### config.mk
export PLATFORM = sky130hd
export DESIGN_NAME = eeprom_cfg_loader
export DESIGN_NICKNAME = d
export VERILOG_FILES = /design/src/rtl/eecfg_pkg.sv /design/src/rtl/ee_strap_hold.sv /design/src/rtl/ee_bit_engine.sv /design/src/rtl/ee_seq.sv /design/src/rtl/eeprom_cfg_loader.sv
export SDC_FILE = /design/constraint.sdc
export NUM_CORES = 1
export LEC_CHECK = 0
export BUFFER_PORTS_ARGS = -buffer_cell sky130_fd_sc_hd__buf_4
export CORE_ASPECT_RATIO = 1.75
export CORE_UTILIZATION = 53
export DETAILED_ROUTE_END_ITERATION = 8
export GPL_TIMING_DRIVEN = 1
export HOLD_SLACK_MARGIN = 0.03
export PLACE_DENSITY = 0.79
export SYNTH_ARGS = -nofsm -noshare
export SYNTH_HDL_FRONTEND = slang
export SYNTH_SLANG_ARGS = --single-unit
### constraint.sdc
create_clock -name clk -period 2.9 [get_ports clk]
set_clock_uncertainty 0.2 [all_clocks]
set_input_delay 0.29 -clock clk [delete_from_list [all_inputs] [get_ports clk]]
set_output_delay 0.29 -clock clk [all_outputs]
set_load 0.02 [all_outputs]
### src/rtl/eecfg_pkg.sv
package eecfg_pkg;
  localparam int VEC_W = 32;
  localparam int LEN_W = 6;
  localparam logic [7:0] SIGNATURE = 8'hA5;

  typedef enum logic [1:0] {
    HOP_READ  = 2'b00,
    HOP_WRITE = 2'b01,
    HOP_ERASE = 2'b10,
    HOP_WREN  = 2'b11
  } host_op_e;

  localparam logic [1:0] DEV_READ  = 2'b10;
  localparam logic [1:0] DEV_WRITE = 2'b01;
  localparam logic [1:0] DEV_ERASE = 2'b11;
  localparam logic [1:0] DEV_WREN  = 2'b00;

  typedef enum logic [2:0] {
    ST_BOOT, ST_LD_GO, ST_LD_WAIT, ST_IDLE, ST_H_GO, ST_H_WAIT, ST_GAP, ST_POLL
  } seq_state_e;
endpackage

### src/rtl/ee_strap_hold.sv
module ee_strap_hold (
  input  logic clk,
  input  logic rst,
  input  logic strap_size,
  input  logic strap_skip,
  output logic size_q,
  output logic skip_q
);
  // Straps are sampled only while reset is held.
  always_ff @(posedge clk) begin
    if (rst) begin
      size_q <= strap_size;
      skip_q <= strap_skip;
    end
  end
endmodule

### src/rtl/ee_bit_engine.sv
module ee_bit_engine #(
  parameter int SK_HALF = 2
) (
  input  logic                         clk,
  input  logic                         rst,
  input  logic                         start,
  input  logic [eecfg_pkg::LEN_W-1:0]  len,
  input  logic [eecfg_pkg::VEC_W-1:0]  tx_vec,
  input  logic                         ee_di,
  output logic                         ee_sk,
  output logic                         ee_do,
  output logic                         busy,
  output logic                         done,
  output logic [7:0]                   rx_byte
);
  import eecfg_pkg::*;
  localparam int PH_W = $clog2(SK_HALF + 1);
  localparam logic [PH_W-1:0] PH_LAST = PH_W'(SK_HALF - 1);

  logic [PH_W-1:0]  ph;
  logic [LEN_W-1:0] left;
  logic [VEC_W-1:0] sh;

  always_ff @(posedge clk) begin
    if (rst) begin
      busy    <= 1'b0;
      done    <= 1'b0;
      ee_sk   <= 1'b0;
      ee_do   <= 1'b0;
      ph      <= '0;
      left    <= '0;
      sh      <= '0;
      rx_byte <= '0;
    end else begin
      done <= 1'b0;
      if (!busy) begin
        if (start) begin
          busy  <= 1'b1;
          ee_do <= tx_vec[VEC_W-1];
          sh    <= tx_vec << 1;
          left  <= len;
          ph    <= '0;
          ee_sk <= 1'b0;
        end
      end else if (ph == PH_LAST) begin
        ph <= '0;
        if (!ee_sk) begin
          ee_sk   <= 1'b1;
          rx_byte <= {rx_byte[6:0], ee_di};
        end else begin
          ee_sk <= 1'b0;
          if (left == LEN_W'(1)) begin
            busy  <= 1'b0;
            done  <= 1'b1;
            ee_do <= 1'b0;
          end else begin
            left  <= left - LEN_W'(1);
            ee_do <= sh[VEC_W-1];
            sh    <= sh << 1;
          end
        end
      end else begin
        ph <= ph + PH_W'(1);
      end
    end
  end
endmodule

### src/rtl/ee_seq.sv
module ee_seq #(
  parameter int         AW_SM    = 7,
  parameter int         AW_LG    = 9,
  parameter int         CS_GAP   = 2,
  parameter int         POLL_MAX = 64,
  parameter logic [7:0] FS_DEF   = 8'h01,
  parameter logic [7:0] HS_DEF   = 8'h04
) (
  input  logic                         clk,
  input  logic                         rst,
  input  logic                         size_q,
  input  logic                         skip_q,
  input  logic                         host_req,
  input  logic [1:0]                   host_op,
  input  logic [AW_LG-1:0]             host_addr,
  input  logic [7:0]                   host_wdata,
  input  logic                         eng_done,
  input  logic [7:0]                   eng_rx,
  input  logic                         ee_di,
  output logic                         eng_start,
  output logic [eecfg_pkg::LEN_W-1:0]  eng_len,
  output logic [eecfg_pkg::VEC_W-1:0]  eng_vec,
  output logic                         ee_cs,
  output logic                         host_ready,
  output logic                         host_ack,
  output logic [7:0]                   host_rdata,
  output logic                         load_busy,
  output logic                         cfg_valid,
  output logic [47:0]                  mac_addr,
  output logic [7:0]                   fs_interval,
  output logic [7:0]                   hs_interval,
  output logic                         err_timeout
);
  import eecfg_pkg::*;
  localparam int GAP_W  = $clog2(CS_GAP + 1);
  localparam int POLL_W = $clog2(POLL_MAX + 1);
  localparam logic [AW_LG-1:0] WREN_LG = AW_LG'(3) << (AW_LG - 2);
  localparam logic [AW_LG-1:0] WREN_SM = AW_LG'(3) << (AW_SM - 2);

  seq_state_e        state;
  host_op_e          cur_hop;
  logic [1:0]        f_op;
  logic [AW_LG-1:0]  f_addr;
  logic [7:0]        f_data;
  logic              f_dat_en;
  logic [3:0]        ld_idx;
  logic [2:0]        mac_sel;
  logic [GAP_W-1:0]  gap_cnt;
  logic [POLL_W-1:0] poll_cnt;
  logic [LEN_W-1:0]  aw, tail;
  logic [VEC_W-1:0]  val;

  // Build the left-aligned frame from the registered command fields.
  always_comb begin
    aw      = size_q ? LEN_W'(AW_LG) : LEN_W'(AW_SM);
    tail    = f_dat_en ? LEN_W'(8) : LEN_W'(0);
    eng_len = LEN_W'(3) + aw + tail;
    val     = (VEC_W'(1) << (LEN_W'(2) + aw + tail))
            | (VEC_W'(f_op) << (aw + tail))
            | ((VEC_W'(f_addr) & ((VEC_W'(1) << aw) - VEC_W'(1))) << tail)
            | VEC_W'(f_data);
    eng_vec = val << (LEN_W'(VEC_W) - eng_len);
  end

  assign eng_start  = (state == ST_LD_GO) || (state == ST_H_GO);
  assign load_busy  = (state == ST_BOOT) || (state == ST_LD_GO) || (state == ST_LD_WAIT);
  assign host_ready = (state == ST_IDLE);
  assign mac_sel    = ld_idx[2:0] - 3'd1;

  always_ff @(posedge clk) begin
    if (rst) begin
      state       <= ST_BOOT;
      cur_hop     <= HOP_READ;
      f_op        <= DEV_READ;
      f_addr      <= '0;
      f_data      <= '0;
      f_dat_en    <= 1'b1;
      ld_idx      <= '0;
      gap_cnt     <= '0;
      poll_cnt    <= '0;
      ee_cs       <= 1'b0;
      host_ack    <= 1'b0;
      host_rdata  <= '0;
      cfg_valid   <= 1'b0;
      mac_addr    <= '0;
      fs_interval <= FS_DEF;
      hs_interval <= HS_DEF;
      err_timeout <= 1'b0;
    end else begin
      host_ack <= 1'b0;
      unique case (state)
        ST_BOOT: state <= skip_q ? ST_IDLE : ST_LD_GO;
        ST_LD_GO, ST_H_GO: begin
          ee_cs <= 1'b1;
          state <= (state == ST_LD_GO) ? ST_LD_WAIT : ST_H_WAIT;
        end
        ST_LD_WAIT: if (eng_done) begin
          ee_cs <= 1'b0;
          if (ld_idx == 4'd0 && eng_rx != SIGNATURE) begin
            state <= ST_IDLE;
          end else begin
            if (ld_idx >= 4'd1 && ld_idx <= 4'd6) mac_addr[{mac_sel, 3'b000} +: 8] <= eng_rx;
            else if (ld_idx == 4'd7) fs_interval <= eng_rx;
            else if (ld_idx == 4'd8) hs_interval <= eng_rx;
            if (ld_idx == 4'd8) begin
              cfg_valid <= 1'b1;
              state     <= ST_IDLE;
            end else begin
              ld_idx <= ld_idx + 4'd1;
              f_addr <= AW_LG'(ld_idx + 4'd1);
              state  <= ST_LD_GO;
            end
          end
        end
        ST_IDLE: if (host_req) begin
          cur_hop  <= host_op_e'(host_op);
          f_data   <= (host_op == HOP_WRITE) ? host_wdata : 8'h00;
          f_dat_en <= (host_op == HOP_READ) || (host_op == HOP_WRITE);
          unique case (host_op_e'(host_op))
            HOP_READ:  begin f_op <= DEV_READ;  f_addr <= host_addr; end
            HOP_WRITE: begin f_op <= DEV_WRITE; f_addr <= host_addr; err_timeout <= 1'b0; end
            HOP_ERASE: begin f_op <= DEV_ERASE; f_addr <= host_addr; err_timeout <= 1'b0; end
            HOP_WREN:  begin f_op <= DEV_WREN;  f_addr <= size_q ? WREN_LG : WREN_SM; end
          endcase
          state <= ST_H_GO;
        end
        ST_H_WAIT: if (eng_done) begin
          ee_cs <= 1'b0;
          if (cur_hop == HOP_READ || cur_hop == HOP_WREN) begin
            if (cur_hop == HOP_READ) host_rdata <= eng_rx;
            host_ack <= 1'b1;
            state    <= ST_IDLE;
          end else begin
            gap_cnt <= '0;
            state   <= ST_GAP;
          end
        end
        ST_GAP: begin
          if (gap_cnt == GAP_W'(CS_GAP - 1)) begin
            ee_cs    <= 1'b1;
            poll_cnt <= '0;
            state    <= ST_POLL;
          end else begin
            gap_cnt <= gap_cnt + GAP_W'(1);
          end
        end
        ST_POLL: begin
          if (ee_di || poll_cnt == POLL_W'(POLL_MAX - 1)) begin
            err_timeout <= !ee_di;
            ee_cs       <= 1'b0;
            host_ack    <= 1'b1;
            state       <= ST_IDLE;
          end else begin
            poll_cnt <= poll_cnt + POLL_W'(1);
          end
        end
        default: state <= ST_IDLE;
      endcase
    end
  end
endmodule

### src/rtl/eeprom_cfg_loader.sv
module eeprom_cfg_loader #(
  parameter int         AW_SM    = 7,
  parameter int         AW_LG    = 9,
  parameter int         SK_HALF  = 2,
  parameter int         CS_GAP   = 2,
  parameter int         POLL_MAX = 64,
  parameter logic [7:0] FS_DEF   = 8'h01,
  parameter logic [7:0] HS_DEF   = 8'h04
) (
  input  logic             clk,
  input  logic             rst,
  input  logic             strap_size,
  input  logic             strap_skip,
  output logic             ee_cs,
  output logic             ee_sk,
  output logic             ee_do,
  input  logic             ee_di,
  input  logic             host_req,
  input  logic [1:0]       host_op,
  input  logic [AW_LG-1:0] host_addr,
  input  logic [7:0]       host_wdata,
  output logic             host_ready,
  output logic             host_ack,
  output logic [7:0]       host_rdata,
  output logic             load_busy,
  output logic             cfg_valid,
  output logic [47:0]      mac_addr,
  output logic [7:0]       fs_interval,
  output logic [7:0]       hs_interval,
  output logic             err_timeout
);
  import eecfg_pkg::*;

  logic             size_q, skip_q;
  logic             eng_start, eng_busy, eng_done;
  logic [LEN_W-1:0] eng_len;
  logic [VEC_W-1:0] eng_vec;
  logic [7:0]       eng_rx;

  ee_strap_hold u_straps (
    .clk(clk), .rst(rst), .strap_size(strap_size), .strap_skip(strap_skip),
    .size_q(size_q), .skip_q(skip_q)
  );

  ee_bit_engine #(.SK_HALF(SK_HALF)) u_engine (
    .clk(clk), .rst(rst), .start(eng_start), .len(eng_len), .tx_vec(eng_vec),
    .ee_di(ee_di), .ee_sk(ee_sk), .ee_do(ee_do), .busy(eng_busy),
    .done(eng_done), .rx_byte(eng_rx)
  );

  ee_seq #(
    .AW_SM(AW_SM), .AW_LG(AW_LG), .CS_GAP(CS_GAP), .POLL_MAX(POLL_MAX),
    .FS_DEF(FS_DEF), .HS_DEF(HS_DEF)
  ) u_seq (
    .clk(clk), .rst(rst), .size_q(size_q), .skip_q(skip_q),
    .host_req(host_req), .host_op(host_op), .host_addr(host_addr),
    .host_wdata(host_wdata), .eng_done(eng_done), .eng_rx(eng_rx), .ee_di(ee_di),
    .eng_start(eng_start), .eng_len(eng_len), .eng_vec(eng_vec), .ee_cs(ee_cs),
    .host_ready(host_ready), .host_ack(host_ack), .host_rdata(host_rdata),
    .load_busy(load_busy), .cfg_valid(cfg_valid), .mac_addr(mac_addr),
    .fs_interval(fs_interval), .hs_interval(hs_interval), .err_timeout(err_timeout)
  );
endmodule

==> summary by stage <==
Cells and area
The end-of-flow core utilization is 65.6%. The final standard cell count with taps included and fillers excluded is 1,288. The number of nets in the layout is 1,138. Leaving out fill and tap cells, the most frequent cell in the layout is dfxtp_1. In the layout the commonest cells are 161 x dfxtp_1, 153 x buf_4, 103 x nor2_1, 102 x nand2_1, 64 x mux2i_1. The filler cell count is between 1,000 and 1,500.

The area taken by flip-flops and latches is 0.00328 sq mm. The area growth from synthesis to layout is 21.7%. The post-route netlist has a little under a fifth of its cells at a drive strength greater than 1.

The area taken by multi-input logic gates is around 0.0046 sq mm. The number of antenna diodes in the final layout is 0.

STA
The aggregate negative setup slack is 0 ps. In the finished design, the share of the clock period the worst path needs comes to a little over nine tenths. The measured slew at the worst slew-check pin is ~900 ps. Based on the critical path, the design can be clocked at up to ~0.37 GHz.

The final-report max-slew violation count is 0. Setup repair after global routing left no endpoint under its margin. Setup violations remaining at the end of the flow were counted as 0. The worst slew margin relative to its limit is 39.1%. The number of endpoints with negative hold slack in the final report came to 0.

The final hold slack is 64.6 ps. The worst path needs approximately 2700 ps of the cycle, external delays included.

Worst setup path
The category of the critical setup timing path is reg2reg. Walking the worst path, the cells encountered are inv_1 > ha_1 > nor3b_1 > nor4_1 > o32ai_1 > nand2_1 > a311oi_1. The endpoint required time on the critical path is 3040 ps. The type of destination of the critical path is a flop. The number of buffers and inverters on the critical path is 1. Measured in cells, the most critical reg-to-reg path has a length of 7. The cell family contributing the most delay on the critical path is simple AND/OR/NAND/NOR gates. The capture point of the worst reg-to-reg path is u_engine.ee_do$_SDFFE_PP0P_. The worst register-to-register path has a setup slack of 160 ps. The startpoint class of the critical path is a flop.

The maximum fanout count along the critical path is 9. In this design, the stage delay of the slowest critical-path cell is 430 ps. The data arrival time of the critical path is 2880 ps. The slowest stage of the critical path is the nor3b_1 cell. The startpoint identified for the worst register-to-register timing path is u_straps.size_q$_DFFE_PP_.

Synthesis
The sequential cell area fraction in the yosys report is 39.7%. The synthesized design contains 2 enable-type register cells. After synthesis, the mean cell area works out to 8.43 sq um. The post-synthesis instance area is ~0.0083 sq mm. The number of distinct standard cells referenced by the synthesized netlist is 71.

The count of warnings emitted by yosys is 0. The most used flip-flop cell after synthesis is dfxtp_1. The fraction of synthesis flops using an asynchronous set or reset pin is 0%. The synthesized design contains 163 register bits. The synthesized netlist cell count is between 900 and 1,000. Counting every net in the synthesized netlist gives 1,029.

Min path
The path class of the tightest hold or removal check is in2reg. The endpoint of the worst hold-timing path is u_seq.f_addr[7]$_SDFFE_PP0P_. The instance count along the most critical hold path is 5. The hold path startpoint is host_addr[7].

Power and ir drop
The worst ir drop on vdd is between 0.3 and 0.4 mV. In this run, flip-flops and latches consume 41.5% of the power. Dividing total power by cell area gives a power density of around 600 mW/mm^2. The portion of total power attributed to combinational logic is 20.2%. The switching share of total power is 32.4%. Of the total power, the clock network draws 38.2%. In this run the power spent charging and discharging nets is 1940 uW. For this design the static power due to leakage is 0.00389 uW.

The internal power component is 4050 uW.

Flow run
The number of maximum-capacitance violations is 0.

Floorplan
In this run the count of I/O pins placed on the die edge is 105. In this run the horizontal extent of the chip is 96.4 um. After floorplanning, the core was divided into 60 placement rows. The die is 167 um tall. The initial core utilization is 53.9%.

The floorplan step defined a die boundary enclosing roughly 0.016 sq mm. The area of the core is roughly 0.015 sq mm.

Clock tree
The clock tree synthesis step divided the H-tree into 4 levels. The later pin in the worst-skew pair is clocked with a latency of 430 ps. The clock slew seen by the registers of the worst setup and hold paths is 70 ps.

TritonCTS built the clock tree. Counting every sink on the clock net gives roughly 160. The deepest clock path buffer count is 2. The clock buffer count from CTS is 17. The post-CTS setup repair buffer count is 0.

The root cell of the clock tree is clkbuf_16.

Global route
The global-route wire length before repair is roughly 38,000 um. Entering global routing, the biggest net connects 79 pins. Global routing used 31.1% of the available tracks. The number of antenna violations at the first check in global routing is 0. The via count of the first global-routing pass is about 7,500. Global routing finished with a remaining overflow of 0.

Placed design
The HPWL after detailed placement is ~17,000 um. The weighted congestion at the end of routability-driven global placement is 0.970. The number of placed instances with taps included is 1,243. The count of buffers inserted at the top-level ports is ~100.

Detailed routing
Once detail routing completed, the nets flagged for antenna violations numbered 0. The final layout contains routed wiring with a total length of approximately 24,000 um. Across all layers, the routed design uses 7,758 vias. In the routed design, unresolved DRC markers number 0. Dividing the detail-routed wire length by the instance count gives roughly 19 um.

The detailed router's first-iteration violation count is 343. The pre-antenna-repair detailed-routing pass consisted of 5 iterations. The routed via count divided by cell count is about 6.

Status
The flow ran to the end, and the final reports show no timing, DRC or antenna violations.
-- cells by family (layout without fill, tap and decap cells) --
logic type	count (synthesis)	count (layout)	share of synthesized area [%]
AOI/OAI and AO/OA	213	213	17.4
muxes	70	70	8.71
xor gates and xnor gates	17	17	1.80
buffers and inverters	103	225	5.23
and+or+nand+nor	389	389	23.3
DFF	163	163	39.7
adders and majority gates	25	25	3.76
-- layout make-up --
cell class / instances / share of cell area (%)
timing repair buffer: 166 / 12.7
sequential: 163 / 32.7
clock inverter: 14 / 1.67
inverter: 27 / 1.01
tap: 186 / 2.32
clock buffer: 18 / 4.27
multi-input combinational: 714 / 45.4
-- through the flow --
stage	total power, uW	setup WS (ps)	area [sq um]
finish	5990	161	10100
global route	6230	77.2	10100
CTS	5980	224	10000
detailed placement	3700	234	9320
global placement	3690	213	9320
floorplan	3350	128	8260
-- sequential cells by signal (all words and copies together), names as in the netlist, 3 cells and up --
signal,count
u_seq.mac_addr,48
u_engine.sh,27
u_seq.f_addr,9
u_engine.rx_byte,8
u_seq.f_data,8
u_seq.fs_interval,8
u_seq.host_rdata,8
u_seq.hs_interval,8
u_seq.poll_cnt,7
u_engine.left,6
u_seq.ld_idx,4
u_seq.state,3
-- routing by layer --
layer | track usage, % | routed length [um] | vias to the layer above
met1 | 33.5 | 8890 | 3655
met5 | 0 | 0 | -
met4 | 19.6 | 1540 | 0
met2 | 53.9 | 12600 | 304
li1 | - | - | 3698
met3 | 6.27 | 1410 | 101
-- tightest hold or removal path, stage by stage --
cell,delay (ps)
buf_4,80
mux2i_1,70
nor2_1,90
a21oi_1,50
nor2_1,70
-- timing repair --
action | in CTS | in global routing
endpoints found under the hold margin | 13 | 0
resized for setup | 0 | 1
endpoints found under the setup margin | 0 | 3
hold buffers | 13 | 0
-- synth_stat cells (4+ instances only) --
master | n | area (sq um)
nor3_1 | 36 | 180
clkbuf_1 | 46 | 173
or3_1 | 6 | 37.5
nor3b_1 | 7 | 52.6
nand3b_1 | 20 | 150
mux2i_1 | 64 | 641
xor2_1 | 4 | 35.0
nand3_1 | 30 | 150
a211o_1 | 4 | 35.0
mux2_2 | 5 | 56.3
buf_1 | 8 | 30.0
a31oi_1 | 13 | 81.3
a211oi_1 | 26 | 195
o211ai_1 | 6 | 45.0
and3_1 | 4 | 25.0
nor2b_1 | 20 | 125
buf_2 | 18 | 90.1
o31ai_1 | 4 | 30.0
xnor2_1 | 13 | 114
nor4_1 | 9 | 56.3
o22ai_1 | 6 | 37.5
ha_1 | 24 | 300
nand2_1 | 102 | 383
a221oi_1 | 14 | 123
dfxtp_1 | 161 | 3220
inv_1 | 27 | 101
o21ai_0 | 36 | 180
nor2_1 | 103 | 387
o221ai_1 | 5 | 43.8
nand4_1 | 9 | 56.3
nand2b_1 | 24 | 150
a21oi_1 | 63 | 315
and4b_1 | 4 | 40.0
-- worst max path at each step --
stage,cells after the start,start,end
floorplan,11,u_straps.size_q$_DFFE_PP_,u_engine.sh[24]$_SDFFE_PP0P_
global placement,6,u_straps.size_q$_DFFE_PP_,u_engine.sh[17]$_SDFFE_PP0P_
detailed placement,6,u_straps.size_q$_DFFE_PP_,u_engine.sh[17]$_SDFFE_PP0P_
CTS,6,u_straps.size_q$_DFFE_PP_,u_engine.sh[17]$_SDFFE_PP0P_
global route,6,u_straps.size_q$_DFFE_PP_,u_engine.sh[17]$_SDFFE_PP0P_
finish,7,u_straps.size_q$_DFFE_PP_,u_engine.ee_do$_SDFFE_PP0P_
-- power groups by stage --
stage / registers, uW / clock network [uW] / logic [uW]
after floorplan: 2490 / 0 / 860
after global placement: 2530 / 0 / 1160
after detailed placement: 2530 / 0 / 1170
after CTS: 2480 / 2320 / 1180
after global routing: 2500 / 2410 / 1320
final: 2490 / 2290 / 1210
(Power assumes the default switching activity.)
